### config.mk
export PLATFORM = sky130hd
export DESIGN_NAME = bypass_slot_fifo
export DESIGN_NICKNAME = d
export VERILOG_FILES = /design/src/rtl/bsf_pkg.sv /design/src/rtl/bsf_occupancy.sv /design/src/rtl/bsf_store.sv /design/src/rtl/bsf_view.sv /design/src/rtl/bypass_slot_fifo.sv
export SDC_FILE = /design/constraint.sdc
export NUM_CORES = 1
export LEC_CHECK = 0
export BUFFER_PORTS_ARGS = -buffer_cell sky130_fd_sc_hd__buf_2
export CAP_MARGIN = 10
export CORE_UTILIZATION = 35
export CTS_CLUSTER_SIZE = 28
export DETAILED_ROUTE_END_ITERATION = 10
export GPL_TIMING_DRIVEN = 1
export PLACE_DENSITY = 0.65
export SLEW_MARGIN = 25
export SYNTH_ARGS = -nofsm -noshare
export SYNTH_HDL_FRONTEND = slang
export SYNTH_SLANG_ARGS = --single-unit
### constraint.sdc
create_clock -name clk -period 1.2 [get_ports clk]
set_clock_uncertainty 0.2 [all_clocks]
set_input_delay 0.06 -clock clk [delete_from_list [all_inputs] [get_ports clk]]
set_output_delay 0.06 -clock clk [all_outputs]
set_load 0.03 [all_outputs]
### src/rtl/bsf_pkg.sv
package bsf_pkg;

  // Next occupancy following push -> head -> pop -> flush ordering.
  function automatic logic occ_next(input logic full, input logic push_fire,
                                    input logic pop_fire, input logic clr);
    logic nxt;
    nxt = full;
    if (push_fire) nxt = 1'b1;
    if (pop_fire)  nxt = 1'b0;
    if (clr)       nxt = 1'b0;
    return nxt;
  endfunction

  // Slot is written only when a pushed element survives the cycle.
  function automatic logic slot_write(input logic push_fire, input logic pop_fire,
                                      input logic clr);
    return push_fire & ~pop_fire & ~clr;
  endfunction

endpackage

### src/rtl/bsf_occupancy.sv
module bsf_occupancy
  import bsf_pkg::*;
(
  input  logic clk,
  input  logic rst_n,
  input  logic push_fire,
  input  logic pop_fire,
  input  logic clr,
  output logic full_o
);

  logic full_q;

  always_ff @(posedge clk) begin
    if (!rst_n) full_q <= 1'b0;
    else        full_q <= occ_next(full_q, push_fire, pop_fire, clr);
  end

  assign full_o = full_q;

  // A full slot cannot see a push fire (push only into empty).
  assert_no_push_into_full_R2: assert property (@(posedge clk) disable iff (!rst_n)
    full_q |-> !push_fire);

  // Flush empties the slot at the next edge.
  assert_flush_empties_R8: assert property (@(posedge clk) disable iff (!rst_n)
    clr |=> !full_q);

endmodule

### src/rtl/bsf_store.sv
module bsf_store #(
  parameter int DATA_W = 8
) (
  input  logic              clk,
  input  logic              rst_n,
  input  logic              wr_en,
  input  logic [DATA_W-1:0] wr_data,
  output logic [DATA_W-1:0] q
);

  logic [DATA_W-1:0] slot_q;

  always_ff @(posedge clk) begin
    if (!rst_n)     slot_q <= '0;
    else if (wr_en) slot_q <= wr_data;
  end

  assign q = slot_q;

  // Without a write the slot keeps its value.
  assert_slot_hold_R6: assert property (@(posedge clk) disable iff (!rst_n)
    !wr_en |=> $stable(slot_q));

endmodule

### src/rtl/bsf_view.sv
module bsf_view #(
  parameter int DATA_W = 8
) (
  input  logic              full,
  input  logic [DATA_W-1:0] slot_q,
  input  logic              push_valid,
  input  logic [DATA_W-1:0] push_data,
  output logic              head_valid,
  output logic [DATA_W-1:0] head_data
);

  always_comb begin
    head_valid = full | push_valid;
    head_data  = full ? slot_q : push_data;
  end

endmodule

### src/rtl/bypass_slot_fifo.sv
module bypass_slot_fifo #(
  parameter int DATA_W = 8
) (
  input  logic              clk,
  input  logic              rst_n,
  input  logic              flush,
  input  logic              push_valid,
  input  logic [DATA_W-1:0] push_data,
  output logic              push_ready,
  output logic              pop_valid,
  output logic [DATA_W-1:0] pop_data,
  input  logic              pop_ready
);
  import bsf_pkg::*;

  // Named internal events for the assertions.
  logic              full_w;
  logic              push_fire;
  logic              pop_fire;
  logic              slot_wr;
  logic [DATA_W-1:0] slot_q;

  assign push_ready = ~full_w;
  assign push_fire  = push_valid & push_ready;
  assign pop_fire   = pop_valid & pop_ready;
  assign slot_wr    = slot_write(push_fire, pop_fire, flush);

  bsf_occupancy u_occ (
    .clk       (clk),
    .rst_n     (rst_n),
    .push_fire (push_fire),
    .pop_fire  (pop_fire),
    .clr       (flush),
    .full_o    (full_w)
  );

  bsf_store #(.DATA_W(DATA_W)) u_store (
    .clk     (clk),
    .rst_n   (rst_n),
    .wr_en   (slot_wr),
    .wr_data (push_data),
    .q       (slot_q)
  );

  bsf_view #(.DATA_W(DATA_W)) u_view (
    .full       (full_w),
    .slot_q     (slot_q),
    .push_valid (push_valid),
    .push_data  (push_data),
    .head_valid (pop_valid),
    .head_data  (pop_data)
  );

  assert_bypass_same_cycle_R3: assert property (@(posedge clk) disable iff (!rst_n)
    (push_ready && push_valid) |-> (pop_valid && pop_data == push_data));

  assert_passthrough_empty_R4: assert property (@(posedge clk) disable iff (!rst_n)
    (push_ready && push_valid && pop_ready) |=> push_ready);

  assert_push_stored_R5: assert property (@(posedge clk) disable iff (!rst_n)
    (push_ready && push_valid && !pop_ready && !flush) |=>
      (!push_ready && pop_valid && pop_data == $past(push_data)));

  assert_head_hold_R6: assert property (@(posedge clk) disable iff (!rst_n)
    (!push_ready && !pop_ready && !flush) |=> (pop_valid && $stable(pop_data)));

  assert_pop_empties_R7: assert property (@(posedge clk) disable iff (!rst_n)
    (!push_ready && pop_ready) |=> push_ready);

  assert_flush_pop_R9: assert property (@(posedge clk) disable iff (!rst_n)
    (flush && pop_valid && pop_ready) |=> (push_ready && !u_occ.full_o));

endmodule

==> results of run 1 <==
[cells by family after synthesis]
family	synth area share, %
buffers and inverters	5.61
DFF	38.5
muxes	36.4
and+or+nand+nor	19.5
[sequential cells by signal, indices dropped and copies added (netlist names)]
signal and cells:
u_occ.full_o 1, u_store.q 8
[per-stage QoR]
| step | TNS, ns | power (mW) |
|---|---|---|
| after floorplan | -0.00306 | 0.423 |
| after global placement | -0.877 | 0.469 |
| after detailed placement | -1.17 | 0.470 |
| after CTS | -3.31 | 0.784 |
| after global routing | -4.61 | 0.830 |
| final | -3.86 | 0.789 |
[tightest hold or removal path: cells and delay by family]
family	cells	cell delay, ns
buffers and inverters	1	0.09
AND/OR/NAND/NOR	2	0.27
[final timing paths]
path | start | to | slack, ns | cells past startpoint
worst min register to register | u_store.q[7] | u_store.q[7] | 0.26 | 2
worst min-delay path | push_valid | u_occ.full_o | -0.007 | 3
worst max-delay path | u_occ.full_o | pop_data[0] | -0.28 | 3
worst max register to register | u_occ.full_o | u_store.q[6] | -0.23 | 4
[report_power, final]
| group | switching, mW | total (mW) | internal, mW |
|---|---|---|---|
| logic | 0.103 | 0.231 | 0.128 |
| registers | 0.00641 | 0.314 | 0.307 |
| clock network | 0.116 | 0.244 | 0.129 |
[layout make-up]
cell class              count  area (µm²)
repair buffers             38         339
multi-input cells          36         308
fillers                    84         293
flip-flops and latches      9         184
clock buffers               4        26.3
well taps                  14        17.5
inverters                   1        3.75
[repair_timing]
| item | CTS | global route |
|---|---|---|
| setup endpoints to repair | 18 | 19 |
| resized for setup | 33 | 4 |
| pin swaps | 1 | 2 |
| setup buffers | 1 | 0 |
| endpoints found under the hold margin | 9 | 1 |
[layer usage]
layer / GRT usage (%) / vias up / share of wire [%]
li1: - / 241 / -
met1: 22.1 / 213 / 45
met2: 30.4 / 17 / 48
met3: 6.98 / 4 / 5.0
met4: 10.3 / 0 / 1.7
met5: 0 / - / 0
[cell usage in the layout (no fill, tap or decap)]
master / netlist / layout
dfxtp_4: 0 / 1
clkbuf_1: 0 / 1
nor4b_4: 0 / 1
clkbuf_4: 0 / 3
mux2i_1: 8 / 8
dfxtp_1: 9 / 8
or2_4: 0 / 1
mux2_4: 0 / 8
buf_6: 0 / 13
dlygate4sd3_1: 0 / 11
and3_4: 0 / 1
buf_8: 0 / 1
nand2_1: 16 / 16
inv_1: 1 / 1
buf_2: 3 / 12
nor2_1: 1 / 1
buf_4: 1 / 1
==> impl_metrics.yaml, run 1 <==
place:
  dp.cells: 86
  port_buffers: 22
  detailed_place_hpwl_um: 645
  place.gp.congestion: 0.597
  placed_area_um2: 606
  dp_slack_ns: -0.109
worst_setup_path:
  critical_path.max_stage_delay_ns: 0.37
  crit_path_end_kind: "primary output"
  critPathRequiredTime_ns: 0.94
  startpoint_type: "flip-flop"
  critPathSlowestCell: "dfxtp_4"
  crit_buf_inv: 2
  path_max_fanout: 7
  crit_chain: "buf_8, mux2_4, buf_6"
  crit_type: "flip-flop to primary output"
  cp.arrival_ns: 1.22
  path_delay_family: "flip-flops"
outcome:
  violations: "hold timing, setup timing"
  status: "finished with violations"
power:
  ir_drop_uv: 623
  p_per_area_nw_per_um2: 898
  power_leakage_nw: 0.397
yosys:
  synth_seq_cells: 9
  synth_cells: 50
  syn_area_um2: 468
  ys_types: 11
  synth_edf_count: 0
  synth.top_cell.area_share_pct: 38.5
  synth-async-reset-ratio_pct: 0
  synth.avg_cell_area_um2: 9.36
  synth_common_cells: "nand2_1, dfxtp_1, mux2_2, mux2i_1, buf_2"
  ys.warnings.count: 0
  netlist_top_cells_area: "dfxtp_1, mux2_2, mux2i_1, nand2_1, buf_2"
  yosysTopAreaCell: "dfxtp_1"
  yosysMostFrequentCell: "nand2_1"
  synthFlopType: "dfxtp_1"
  syn_nets: 63
  yosysSeqAreaShare_pct: 38.5
clocking:
  hold_buffers: 11
  root_buffer: "clkbuf_4"
  insertion_delay_ns: 0.26
  cts_max_path_buffers: 2
  cts_tree: "yes"
  path_clk_slew_ns: 0.06
  cts_inserted_buffers: 3
  cts.sink_count: 9
  htree_levels: 1
global_routing:
  grt_max_degree: 18
  antenna_found_initial: 0
  grtUsageTotal_pct: 19.2
  grt_pass1_wl_mm: 1.84
  grt_pass1_vias: 439
  overflow: 0
layout:
  antenna_cells: 0
  nets: 102
  drive_gt1_share_pct: 47.7
  final_util_pct: 75.0
  layout.cells.non_filler: 102
  finish.instance_area_um2: 878
  area_delta_synth_final_pct: 87.7
floorplan:
  start_util_pct: 40.0
  rows: 12
  die_area_um2: 1490
  core_area_um2: 1170
  ios: 23
  fp.dieH_um: 38.6
  die_w_um: 38.6
sta:
  finalMaxSlewViolations: 0
  setup_viol: 19
  grt_setup_unrepaired: "true"
  hold_viol_final: 1
  fmax_mhz: 677
  worstMarginPinSlew_ns: 0.281
  final.setup.worst_slack_ns: -0.276
  relSlewSlack_pct: 81.3
  period_needed_ns: 1.48
  finalCritPeriodShare_pct: 123
  hold_slack_ns: -0.00667
detailed_routing:
  antenna_left: 0
  wl_per_cell_um: 12.3
  vias: 475
  drt-initial-drc-count: 4
  drc: 0
  viasPerCell: 4.66
  wl_mm: 1.26
  firstDrtPassIters: 2
flow_run:
  maxCapViolCount: 0
min_path:
  hold_class: "primary input to flip-flop"
Power figures use the tool's default switching activity.
==> inputs of run 2 (changes only) <==
Settings changed: PLACE_DENSITY 0.65 to 0.64, SYNTH_HIERARCHICAL set to 1.
==> impl_metrics.yaml, run 2 <==
outcome:
  status: "finished with violations"
  violations: "setup timing"
place:
  dp_slack_ns: -0.420
  placed_area_um2: 659
  detailed_place_hpwl_um: 689
  dp.cells: 82
  place.gp.congestion: 0.632
  port_buffers: 22
sta:
  setup_viol: 19
  finalMaxSlewViolations: 0
  worstMarginPinSlew_ns: 0.271
  period_needed_ns: 1.62
  hold_viol_final: 0
  final.setup.worst_slack_ns: -0.421
  hold_slack_ns: 0.116
  relSlewSlack_pct: 81.8
  grt_setup_unrepaired: "true"
  fmax_mhz: 617
  finalCritPeriodShare_pct: 135
layout:
  antenna_cells: 0
  drive_gt1_share_pct: 57.6
  finish.instance_area_um2: 935
  largest_reg_flops: 8
  area_delta_synth_final_pct: 82.6
  nets: 99
  final_cell_mix: "buf_6, buf_2, dlygate4sd3_1"
  layout.cells.non_filler: 100
  nFillCells: 97
  layout_commonest_cell: "buf_6"
yosys:
  synth_edf_count: 0
  syn_area_um2: 512
  yosysSeqAreaShare_pct: 35.2
  synth_common_cells: "dfxtp_1, mux2_4, mux2i_1, nor2b_1, buf_6"
  yosysMostFrequentCell: "dfxtp_1"
  syn_nets: 55
  netlist_top_cells_area: "dfxtp_1, mux2_4, mux2i_1, nor2b_1, buf_6"
  ys.warnings.count: 6
  synth_cells: 42
  synth.top_cell.area_share_pct: 35.2
  synthFlopType: "dfxtp_1"
  yosysTopAreaCell: "dfxtp_1"
  synth-async-reset-ratio_pct: 0
  ys_types: 12
  synth_seq_cells: 9
  synth.avg_cell_area_um2: 12.2
power:
  power_leakage_nw: 0.416
  switching_share_pct: 27.7
  p_sw_mw: 0.234
  seq_power_share_pct: 37.7
  p_per_area_nw_per_um2: 905
  pwr-share-comb_pct: 35.0
  ir_drop_uv: 653
  p_int_mw: 0.612
  clkPwrFrac_pct: 27.3
detailed_routing:
  drc: 0
  viasPerCell: 4.42
  vias: 442
  antenna_left: 0
  drt-initial-drc-count: 2
  wl_per_cell_um: 12.2
  firstDrtPassIters: 2
  wl_mm: 1.22
worst_setup_path:
  crit_path_end_kind: "flip-flop"
  startpoint_type: "flip-flop"
  crit_type: "flip-flop to flip-flop"
  cp.arrival_ns: 1.56
  path_max_fanout: 5
  critPathRequiredTime_ns: 1.14
floorplan:
  start_util_pct: 38.4
  die_area_um2: 1620
  rows: 13
  die_w_um: 40.2
  ios: 23
  fp.dieH_um: 40.2
  core_area_um2: 1330
clocking:
  htree_levels: 1
  insertion_delay_ns: 0.26
  cts.sink_count: 9
  cts_inserted_buffers: 3
  cts_tree: "yes"
  root_buffer: "clkbuf_4"
  cts_max_path_buffers: 2
  path_clk_slew_ns: 0.06
global_routing:
  grt_pass1_wl_mm: 1.57
  antenna_found_initial: 0
  overflow: 0
  grt_pass1_vias: 360
  grt_max_degree: 11
  grtUsageTotal_pct: 15.2
flow_run:
  maxCapViolCount: 0
min_path:
  hold_class: "primary input to flip-flop"
## run 2: per-layer routing
layer  global-route usage [%]  wire length (µm)  up-vias
li1                         -                 -      227
met1                     18.9               571      201
met2                     24.6               596       14
met3                     1.67                50        0
met4                     10.0                 0        0
met5                        0                 0        -
## run 2: critical path: stages, from the launching register on
cell and delay, ns:
dfxtp_2 0.32, or2_4 0.23, and2_4 0.15, nor3b_4 0.20
buf_6 0.15, mux2i_1 0.19, nor2b_1 0.06
## run 2: cell families (layout without fill, tap and decap cells)
group                  count (synthesis)  in the layout  synth area share (%)
buffers and inverters                  3             46                  5.13
muxes                                 16             16                  39.1
DFF                                    9              9                  35.2
and+or+nand+nor                       14             14                  20.5
## run 2: metrics by stage
step	util (%)	power, mW	setup TNS, ns
2_1_floorplan	-	0.466	-4.80
3_3_place_gp	49.4	0.524	-4.29
3_5_place_dp	49.4	0.526	-4.62
4_1_cts	65.2	0.823	-6.43
5_1_grt	70.1	0.890	-7.65
6_report	70.1	0.846	-6.83
## run 2: what timing repair did
item	CTS	global route
gates cloned	0	1
setup buffers	2	2
endpoints found under the hold margin	9	1
resized for setup	25	4
hold buffers	9	1
setup endpoints to repair	19	19
pin swaps	2	1
## run 2: area by class of cell
type                       count  area (µm²)  share of cell area [%]
clock buffer                   4        26.3                    2.81
tap                           15        18.8                    2.01
timing repair buffer          41         382                    40.8
inverter                       1        3.75                   0.402
sequential                     9         181                    19.4
multi-input combinational     30         323                    34.5
## run 2: path summary, 6_finish.rpt
check	from	end	slack [ns]	depth (start not counted)
worst max-delay path	u_occ/full_o	u_store/q[2]	-0.42	6
worst min-delay path	pop_ready	u_occ/full_o	0.12	5
worst max register to register	u_occ/full_o	u_store/q[2]	-0.42	6
worst min register to register	u_store/q[1]	u_store/q[1]	0.32	2
## run 2: power groups by stage
stage	Combinational, mW	Clock, mW	Sequential, mW
after floorplan	0.141	0	0.325
after global placement	0.198	0	0.326
after detailed placement	0.200	0	0.326
after CTS	0.268	0.236	0.319
after global routing	0.311	0.259	0.320
final	0.296	0.231	0.319
==> inputs of run 3 (changes only) <==
Settings changed: CORE_ASPECT_RATIO set to 1.1, PLACE_DENSITY 0.64 to 0.65.
==> impl_metrics.yaml, run 3 (synthesized netlist as in run 2, its figures left out) <==
sta:
  finalMaxSlewViolations: 0
  setup_viol: 19
  fin_setup_tns_ns: -6.50
  fmax_mhz: 625
  grt_setup_unrepaired: "true"
  finalCritPeriodShare_pct: 133
  final.setup.worst_slack_ns: -0.401
  hold_viol_final: 1
  hold_slack_ns: -0.164
  relSlewSlack_pct: 87.7
  worstMarginPinSlew_ns: 0.184
  period_needed_ns: 1.60
detailed_routing:
  firstDrtPassIters: 2
  wl_mm: 1.04
  drt-initial-drc-count: 1
  vias: 440
  viasPerCell: 4.40
  drc: 0
  wl_per_cell_um: 10.4
  antenna_left: 0
clocking:
  cts_inserted_buffers: 3
  hold_buffers: 9
  path_clk_slew_ns: 0.06
  cts_max_path_buffers: 2
  root_buffer: "clkbuf_4"
  insertion_delay_ns: 0.25
  cts.sink_count: 9
  htree_levels: 1
  cts_tree: "yes"
place:
  place.gp.congestion: 0.645
  placed_area_um2: 661
  dp.cells: 83
  port_buffers: 22
  dp_slack_ns: -0.411
  detailed_place_hpwl_um: 661
floorplan:
  die_area_um2: 1620
  ios: 23
  rows: 14
  fp.dieH_um: 42.1
  start_util_pct: 37.5
  die_w_um: 38.5
  core_area_um2: 1370
power:
  p_per_area_nw_per_um2: 918
  power_leakage_nw: 0.404
  ir_drop_uv: 583
  power_mw: 0.827
  p_sw_mw: 0.225
  switching_share_pct: 27.2
  seq_power_share_pct: 38.6
  clkPwrFrac_pct: 27.5
  p_int_mw: 0.603
  pwr-share-comb_pct: 33.9
worst_setup_path:
  path_delay_family: "simple AND/OR/NAND/NOR gates"
  critPathSlowestCell: "dfxtp_2"
  crit_type: "flip-flop to flip-flop"
  cp.arrival_ns: 1.55
  r2r_end: "u_store/q[7]"
  r2r_start: "u_occ/full_o"
  crit_buf_inv: 1
  critical_path.max_stage_delay_ns: 0.32
  path_max_fanout: 5
  startpoint_type: "flip-flop"
  regToRegSetupSlack_ns: -0.40
  crit_path_end_kind: "flip-flop"
  critPathRequiredTime_ns: 1.15
  crit_chain: "or2_4, and2_4, nor3b_4, buf_4, mux2i_1, nor2b_1"
  ff2ff_path_depth: 6
min_path:
  holdCritStartpoint: "flush"
  hold_class: "primary input to flip-flop"
  hold_path_end: "u_occ/full_o"
  whs_path_depth: 2
layout:
  antenna_cells: 0
  layout_commonest_cell: "buf_2"
  finish.instance_area_um2: 901
  layout.cells.non_filler: 100
  area_delta_synth_final_pct: 76.0
  drive_gt1_share_pct: 58.3
  final_cell_mix: "buf_2, buf_6, dlygate4sd3_1"
  largest_reg_flops: 8
  nets: 98
global_routing:
  grt_max_degree: 10
  overflow: 0
  grtUsageTotal_pct: 15.5
  antenna_found_initial: 0
  grt_pass1_wl_mm: 1.75
  grt_pass1_vias: 447
outcome:
  status: "finished with violations"
  violations: "hold timing, setup timing"
flow_run:
  maxCapViolCount: 0
[run 3: cell type report]
| type | instances | area [µm²] |
|---|---|---|
| fillers | 114 | 465 |
| multi-input cells | 30 | 323 |
| well taps | 16 | 20.0 |
| repair buffers | 40 | 347 |
| clock buffers | 4 | 26.3 |
| inverters | 1 | 3.75 |
| flip-flops and latches | 9 | 181 |
[run 3: metrics by stage]
step / utilization (%) / hold slack, ns
2_1_floorplan: - / -0.0760
3_3_place_gp: 48.4 / 0.0645
3_5_place_dp: 48.4 / 0.0619
4_1_cts: 63.3 / -0.210
5_1_grt: 65.9 / -0.172
6_report: 65.9 / -0.164
[run 3: worst max path at each step]
stage	end	start	slack, ns	cells after the start
2_1_floorplan	u_store/q[0]	u_occ/full_o	-0.58	7
3_3_place_gp	u_store/q[5]	u_occ/full_o	-0.39	6
3_5_place_dp	u_store/q[7]	u_occ/full_o	-0.41	6
4_1_cts	u_store/q[7]	u_occ/full_o	-0.40	6
5_1_grt	u_store/q[6]	u_occ/full_o	-0.48	6
6_report	u_store/q[7]	u_occ/full_o	-0.40	6
[run 3: timing repair]
action                                  in CTS  in global routing
endpoints found under the setup margin      19                 19
endpoints found under the hold margin        9                  1
buffers inserted                             2                  2
pin swaps                                    2                  1
cloned                                       0                  0
resized for setup                           23                  5
[run 3: metal layers]
layer | global-route usage [%] | vias to the layer above | routed length [µm]
met5 | 0 | - | 0
met4 | 8.28 | 0 | 0
met3 | 3.19 | 0 | 42
met2 | 25.1 | 17 | 533
met1 | 18.6 | 195 | 460
li1 | - | 228 | -
[run 3: power groups by stage]
stage | registers, mW | logic [mW] | clock network (mW)
3_5_place_dp | 0.326 | 0.200 | 0
3_3_place_gp | 0.325 | 0.198 | 0
4_1_cts | 0.319 | 0.263 | 0.240
2_1_floorplan | 0.325 | 0.141 | 0
6_report | 0.319 | 0.280 | 0.228
5_1_grt | 0.320 | 0.298 | 0.259
